===== config.mk =====
export PLATFORM = sky130hd
export DESIGN_NAME = asram_cycle_ctrl
export DESIGN_NICKNAME = d
export VERILOG_FILES = /design/src/rtl/asram_pkg.sv /design/src/rtl/asram_req_hold.sv /design/src/rtl/asram_phase_timer.sv /design/src/rtl/asram_phase_fsm.sv /design/src/rtl/asram_pin_drive.sv /design/src/rtl/asram_cycle_ctrl.sv
export SDC_FILE = /design/constraint.sdc
export NUM_CORES = 1
export LEC_CHECK = 0
export BUFFER_PORTS_ARGS = -buffer_cell sky130_fd_sc_hd__buf_2
export CORE_ASPECT_RATIO = 0.8
export CORE_MARGIN = 8
export CORE_UTILIZATION = 45
export CTS_CLUSTER_SIZE = 40
export DETAILED_ROUTE_END_ITERATION = 10
export PLACE_DENSITY = 0.69
export SKIP_CTS_REPAIR_TIMING = 1
export SLEW_MARGIN = 30
export SYNTH_ARGS = -nofsm -noshare
export SYNTH_HDL_FRONTEND = slang
export SYNTH_SLANG_ARGS = --single-unit

===== constraint.sdc =====
create_clock -name clk -period 3.5 [get_ports clk]
set_clock_uncertainty 0.2 [all_clocks]
set_input_delay 0 -clock clk [delete_from_list [all_inputs] [get_ports clk]]
set_output_delay 0 -clock clk [all_outputs]
set_load 0.005 [all_outputs]

===== src/rtl/asram_pkg.sv =====
package asram_pkg;

    // Phase of the memory cycle in progress.
    typedef enum logic [2:0] {
        PH_IDLE    = 3'd0,
        PH_WSETUP  = 3'd1,
        PH_WPULSE  = 3'd2,
        PH_WHOLD   = 3'd3,
        PH_RACCESS = 3'd4
    } phase_e;

    // Per-cycle decisions taken by the phase controller.
    typedef struct packed {
        logic take;     // request accepted this edge
        logic finish;   // cycle ends this edge
        logic capture;  // sample memory read data this edge
        logic load;     // reload the interval timer
    } step_t;

    function automatic int unsigned max4(input int unsigned a, input int unsigned b,
                                         input int unsigned c, input int unsigned d);
        int unsigned m;
        m = a;
        if (b > m) m = b;
        if (c > m) m = c;
        if (d > m) m = d;
        return m;
    endfunction

    function automatic int unsigned cnt_bits(input int unsigned maxval);
        return (maxval < 2) ? 1 : $clog2(maxval);
    endfunction

    function automatic logic is_write_phase(input phase_e p);
        return (p == PH_WSETUP) || (p == PH_WPULSE) || (p == PH_WHOLD);
    endfunction

endpackage


===== src/rtl/asram_req_hold.sv =====
module asram_req_hold #(
    parameter int ADDR_W = 10,
    parameter int DATA_W = 16
) (
    input  logic              clk,
    input  logic              rst,
    input  logic              take,
    input  logic [ADDR_W-1:0] in_addr,
    input  logic [DATA_W-1:0] in_wdata,
    output logic [ADDR_W-1:0] cur_addr,
    output logic [DATA_W-1:0] cur_wdata
);
    logic [ADDR_W-1:0] addr_q;
    logic [DATA_W-1:0] wdata_q;

    always_ff @(posedge clk) begin
        if (rst) begin
            addr_q  <= '0;
            wdata_q <= '0;
        end else if (take) begin
            addr_q  <= in_addr;
            wdata_q <= in_wdata;
        end
    end

    // Bypass so the pin registers see the new request on the accept edge.
    assign cur_addr  = take ? in_addr  : addr_q;
    assign cur_wdata = take ? in_wdata : wdata_q;
endmodule


===== src/rtl/asram_phase_timer.sv =====
module asram_phase_timer #(
    parameter int CNT_W = 2
) (
    input  logic             clk,
    input  logic             rst,
    input  logic             load,
    input  logic [CNT_W-1:0] load_val,
    output logic             last
);
    logic [CNT_W-1:0] cnt_q;

    always_ff @(posedge clk) begin
        if (rst) begin
            cnt_q <= '0;
        end else if (load) begin
            cnt_q <= load_val;
        end else if (cnt_q != '0) begin
            cnt_q <= cnt_q - 1'b1;
        end
    end

    assign last = (cnt_q == '0);
endmodule


===== src/rtl/asram_phase_fsm.sv =====
module asram_phase_fsm
    import asram_pkg::*;
#(
    parameter int T_SETUP  = 2,
    parameter int T_PULSE  = 3,
    parameter int T_HOLD   = 1,
    parameter int T_ACCESS = 3,
    parameter int CNT_W    = 2
) (
    input  logic             clk,
    input  logic             rst,
    input  logic             req_valid,
    input  logic             req_write,
    input  logic             last,
    output phase_e           phase_d,
    output step_t            step,
    output logic [CNT_W-1:0] load_val
);
    localparam logic [CNT_W-1:0] LV_SETUP  = CNT_W'(T_SETUP - 1);
    localparam logic [CNT_W-1:0] LV_PULSE  = CNT_W'(T_PULSE - 1);
    localparam logic [CNT_W-1:0] LV_HOLD   = CNT_W'(T_HOLD - 1);
    localparam logic [CNT_W-1:0] LV_ACCESS = CNT_W'(T_ACCESS - 1);

    phase_e phase_q;

    always_comb begin
        phase_d  = phase_q;
        step     = '0;
        load_val = '0;
        unique case (phase_q)
            PH_IDLE: begin
                if (req_valid) begin
                    step.take = 1'b1;
                    step.load = 1'b1;
                    if (req_write) begin
                        phase_d  = PH_WSETUP;
                        load_val = LV_SETUP;
                    end else begin
                        phase_d  = PH_RACCESS;
                        load_val = LV_ACCESS;
                    end
                end
            end
            PH_WSETUP: begin
                if (last) begin
                    phase_d   = PH_WPULSE;
                    step.load = 1'b1;
                    load_val  = LV_PULSE;
                end
            end
            PH_WPULSE: begin
                if (last) begin
                    phase_d   = PH_WHOLD;
                    step.load = 1'b1;
                    load_val  = LV_HOLD;
                end
            end
            PH_WHOLD: begin
                if (last) begin
                    phase_d     = PH_IDLE;
                    step.finish = 1'b1;
                end
            end
            PH_RACCESS: begin
                if (last) begin
                    phase_d      = PH_IDLE;
                    step.finish  = 1'b1;
                    step.capture = 1'b1;
                end
            end
            default: phase_d = PH_IDLE;
        endcase
    end

    always_ff @(posedge clk) begin
        if (rst) phase_q <= PH_IDLE;
        else     phase_q <= phase_d;
    end
endmodule


===== src/rtl/asram_pin_drive.sv =====
module asram_pin_drive
    import asram_pkg::*;
#(
    parameter int ADDR_W = 10,
    parameter int DATA_W = 16
) (
    input  logic              clk,
    input  logic              rst,
    input  phase_e            phase_d,
    input  step_t             step,
    input  logic [ADDR_W-1:0] cur_addr,
    input  logic [DATA_W-1:0] cur_wdata,
    input  logic [DATA_W-1:0] mem_rdata,
    output logic [ADDR_W-1:0] mem_addr,
    output logic              mem_en,
    output logic              mem_we_n,
    output logic [DATA_W-1:0] mem_wdata,
    output logic              mem_wdata_oe,
    output logic [DATA_W-1:0] rsp_rdata,
    output logic              rsp_done
);
    logic active_d;
    logic drive_d;

    assign active_d = (phase_d != PH_IDLE);
    assign drive_d  = is_write_phase(phase_d);

    always_ff @(posedge clk) begin
        if (rst) begin
            mem_addr     <= '0;
            mem_en       <= 1'b0;
            mem_we_n     <= 1'b1;
            mem_wdata    <= '0;
            mem_wdata_oe <= 1'b0;
            rsp_rdata    <= '0;
            rsp_done     <= 1'b0;
        end else begin
            mem_en       <= active_d;
            mem_addr     <= active_d ? cur_addr : '0;
            mem_we_n     <= (phase_d != PH_WPULSE);
            mem_wdata_oe <= drive_d;
            mem_wdata    <= drive_d ? cur_wdata : '0;
            rsp_done     <= step.finish;
            if (step.capture) rsp_rdata <= mem_rdata;
        end
    end
endmodule


===== src/rtl/asram_cycle_ctrl.sv =====
module asram_cycle_ctrl
    import asram_pkg::*;
#(
    parameter int ADDR_W   = 10,
    parameter int DATA_W   = 16,
    parameter int T_SETUP  = 2,
    parameter int T_PULSE  = 3,
    parameter int T_HOLD   = 1,
    parameter int T_ACCESS = 3
) (
    input  logic              clk,
    input  logic              rst,
    input  logic              req_valid,
    input  logic              req_write,
    input  logic [ADDR_W-1:0] req_addr,
    input  logic [DATA_W-1:0] req_wdata,
    output logic [DATA_W-1:0] rsp_rdata,
    output logic              rsp_done,
    output logic [ADDR_W-1:0] mem_addr,
    output logic              mem_en,
    output logic              mem_we_n,
    output logic [DATA_W-1:0] mem_wdata,
    output logic              mem_wdata_oe,
    input  logic [DATA_W-1:0] mem_rdata
);
    localparam int unsigned T_MAX = max4(T_SETUP, T_PULSE, T_HOLD, T_ACCESS);
    localparam int          CNT_W = int'(cnt_bits(T_MAX));

    phase_e            phase_d;
    step_t             step;
    logic [CNT_W-1:0]  load_val;
    logic              last;
    logic [ADDR_W-1:0] cur_addr;
    logic [DATA_W-1:0] cur_wdata;

    asram_phase_fsm #(
        .T_SETUP (T_SETUP),
        .T_PULSE (T_PULSE),
        .T_HOLD  (T_HOLD),
        .T_ACCESS(T_ACCESS),
        .CNT_W   (CNT_W)
    ) u_fsm (
        .clk      (clk),
        .rst      (rst),
        .req_valid(req_valid),
        .req_write(req_write),
        .last     (last),
        .phase_d  (phase_d),
        .step     (step),
        .load_val (load_val)
    );

    asram_phase_timer #(.CNT_W(CNT_W)) u_timer (
        .clk     (clk),
        .rst     (rst),
        .load    (step.load),
        .load_val(load_val),
        .last    (last)
    );

    asram_req_hold #(.ADDR_W(ADDR_W), .DATA_W(DATA_W)) u_hold (
        .clk      (clk),
        .rst      (rst),
        .take     (step.take),
        .in_addr  (req_addr),
        .in_wdata (req_wdata),
        .cur_addr (cur_addr),
        .cur_wdata(cur_wdata)
    );

    asram_pin_drive #(.ADDR_W(ADDR_W), .DATA_W(DATA_W)) u_pins (
        .clk         (clk),
        .rst         (rst),
        .phase_d     (phase_d),
        .step        (step),
        .cur_addr    (cur_addr),
        .cur_wdata   (cur_wdata),
        .mem_rdata   (mem_rdata),
        .mem_addr    (mem_addr),
        .mem_en      (mem_en),
        .mem_we_n    (mem_we_n),
        .mem_wdata   (mem_wdata),
        .mem_wdata_oe(mem_wdata_oe),
        .rsp_rdata   (rsp_rdata),
        .rsp_done    (rsp_done)
    );
endmodule


==> summary.txt <==
Power
  – Pleak: 0.001663 uW
  – Logic pwr share: 0.235
  – Sequential power share: 0.467
  – Peak supply drop: 0.3975 mV
  – Pwr Density: 571.9 mW/mm^2
  – Sw frac: 0.3016
  – Sw power: 670.5 uW
  – Internal Power: 1553 uW
  – Clock share of power: 0.298

Synth
  – Ys async rst share: 0
  – Synth area leaders: dfxtp_1 (55%), nand2_1 (12%), a21oi_1 (8.3%), a211oi_1 (6.7%), buf_6 (2.0%)
  – Simple-gate share of the synthesized area: 0.1719
  – Mux cell area share after synthesis: 0.007630
  – XOR/XNOR Fraction of Synth Area: 0.006284
  – Adder-cell share of the synthesized area: 0.004488
  – Seq/Total Area, Yosys: 0.5530
  – Mapped Cells: 307
  – Post-synthesis register bit count: 77
  – Post-synth top area cell: dfxtp_1
  – Post-synth EDFFs: 0
  – Largest family of logic cells by synthesized area: compound AO/OA/AOI/OAI gates
  – Compound-cell area share of the yosys netlist: 0.1970
  – Mapped Avg Cell Area: 9.080 sq um
  – Top-area cell type share of the netlist area: 0.5530
  – Mapped Area: 0.002788 sq mm
  – Syn Nets: 354
  – Synthesis Warnings: 0
  – Synth cell types: 38
  – Ys flop type: dfxtp_1

STA
  – Min Tclk post-route: 2589 ps
  – Max Freq: 386.3 MHz
  – Slew of the pin with the lowest slew margin: 710.6 ps
  – WHS: 229.2 ps
  – Rel. slew slack: 0.5236
  – Fin. max-slew vios: 0
  – Fin crit share: 0.7397
  – Setup TNS: 0 ps
  – Final Hold Viols: 0
  – RSZ-0062 raised after global routing: no
  – Final setup viols: 0

Worst setup path
  – RR Endpoint: u_hold.wdata_q[7]
  – Buf/Inv on CP: 1
  – Reg2Reg Depth: 4
  – CP startpoint: u_fsm.phase_q[2]
  – Startpoint types: register
  – FF-to-FF Start: u_fsm.phase_q[2]
  – Crit Path Max Fanout: 20
  – CP arrival: 2620 ps
  – Critical path depth: 4
  – Slowest cell on crit path: or4b_1
  – Setup crit end: u_hold.wdata_q[7]
  – CP Capture Type: register
  – CP cell instances: or4b_1 > nand2_1 > a21oi_1 > dlygate4sd3_1
  – Setup CP Type: reg -> reg
  – CP top delay family: simple AND/OR/NAND/NOR gates
  – Slowest Stage Delay on Critical Path: 930 ps
  – R2r setup slk: 910 ps
  – CP required: 3540 ps

Floorplanning
  – Initial Util: 0.4691
  – Die Wd: 104.0 um
  – Die Ht: 86.40 um
  – Core Region: 0.005943 sq mm
  – Row count: 25
  – Die area: 0.008985 sq mm
  – I/O pin count: 92

CTS
  – Num CTS Buffers: 9
  – CTS Sinks: 77
  – Clock latency on the worst-skew pair: 340 ps
  – TritonCTS clock tree: built
  – Clk root buf: clkbuf_8
  – Clock H-tree levels: 3
  – Max Root-Sink Buffers: 2
  – Worst-path clk slew: 80 ps

Cells and area
  – Final Util: 0.6541
  – Post-layout nets: 480
  – Inserted Diodes: 0
  – Layout cells sized above 1: 0.2677
  – Area grow syn2layout: 39.45%
  – Non-filler instance count after layout: 518

Routing
  – Starting DRT DRC Count: 65
  – Drt wl/cell: 13.73 um
  – Via count: 2,511
  – Post-route ant nets: 0
  – Drt total wl: 7111 um
  – DRT Pass-1 Iters: 4
  – Drt drc: 0
  – Via density: 4.847

Worst hold path
  – Min-Delay Path Class: in -> reg

Placed design
  – Detail Placement HPWL: 4551 um
  – Global placer's final weighted congestion: 0.8059
  – Placed insts: 457
  – Port-buffer cells: 91

Global routing
  – Total GRT Usage: 0.1452
  – First-pass GRT wire length: 10,730 um
  – Pin count of the biggest net entering global routing: 55
  – Number of global-route vias before repair: 2,319
  – Grt ovf: 0
  – Initial antenna violation count: 0

Status
  – Outcome: completed

Run
  – Max-cap violation count: 0
## area by class of cell
cell class | instances | area [sq um]
well taps | 81 | 101.3
multi-input cells | 199 | 1080
clock inverters | 5 | 60.06
clock buffers | 10 | 137.6
repair buffers | 141 | 948.4
flip-flops and latches | 77 | 1541
inverters | 5 | 18.77
fillers | 524 | 2056
## synth_stat cells (2+ instances only)
cell type	instances
a211oi_1	25
a211oi_2	3
a21oi_1	46
a311oi_1	2
and3_1	2
buf_2	7
buf_6	5
clkbuf_1	13
dfxtp_1	77
inv_1	5
nand2_1	86
nor2_1	5
nor3_1	2
o21ai_0	5
## sequential cells by signal (all words and copies together) (netlist names)
name	count
u_fsm.phase_q	3
u_hold.addr_q	10
u_hold.wdata_q	16
u_pins.mem_addr	10
u_pins.mem_en	1
u_pins.mem_wdata	16
u_pins.mem_wdata_oe	1
u_pins.mem_we_n	1
u_pins.rsp_done	1
u_pins.rsp_rdata	16
u_timer.cnt_q	2
## power by group through the flow
stage / sequential, uW / combinational (uW) / clock [uW]
6_report: 1040 / 522 / 662
5_1_grt: 1050 / 590 / 719
4_1_cts: 1040 / 484 / 680
3_5_place_dp: 1060 / 482 / 0
3_3_place_gp: 1050 / 469 / 0
2_1_floorplan: 1040 / 376 / 0
## per-stage QoR
| step | power (uW) | worst slack [ps] | cell area, sq um |
|---|---|---|---|
| detailed placement | 1539 | 1263 | 3227 |
| CTS | 2201 | 1233 | 3425 |
| global route | 2360 | 812.1 | 3887 |
| global placement | 1522 | 1296 | 3219 |
| floorplan | 1412 | 1766 | 2788 |
| finish | 2223 | 911.1 | 3887 |
## per-layer routing
metal | vias up | share of wire | track usage
met5 | - | 0 | 0
met2 | 83 | 0.44 | 0.2134
met4 | 0 | 0.0056 | 0.04325
met3 | 5 | 0.088 | 0.09563
met1 | 1119 | 0.46 | 0.1681
li1 | 1304 | - | -
## cell usage in the layout, fill, tap and decap left out, types with 2 or more instances in the layout
cell and instances:
dfxtp_1 77, dlygate4sd3_1 46, a21oi_1 46, clkbuf_8 10
a211oi_2 3, o21ai_0 5, a211oi_1 25, buf_4 5
nor2_1 5, nand2_1 86, nor3_1 2, a311oi_1 2
and3_1 2, buf_2 90, inv_1 5
## kinds of logic (layout without fill, tap and decap cells)
logic type,count (synthesis),after routing
compound gates,87,87
xor+xnor,2,2
fa+ha+maj,1,1
buf+inv,31,161
flops,77,77
mux,2,2
simple gates,107,107
## worst register-to-register path, cell delays in order, from the launching register on
cell and delay, ps:
dfxtp_1 480, or4b_1 930, nand2_1 210, a21oi_1 80
dlygate4sd3_1 580
## worst min path at each step
stage	from	end	slack [ps]	depth (start not counted)
finish	mem_rdata[6]	u_pins.rsp_rdata[6]	230	4
global route	mem_rdata[6]	u_pins.rsp_rdata[6]	220	4
global placement	mem_rdata[5]	u_pins.rsp_rdata[5]	40	3
detailed placement	mem_rdata[3]	u_pins.rsp_rdata[3]	50	3
CTS	mem_rdata[3]	u_pins.rsp_rdata[3]	-330	3
floorplan	mem_rdata[0]	u_pins.rsp_rdata[0]	-60	2
No activity file was read; power rests on OpenSTA's default activity.
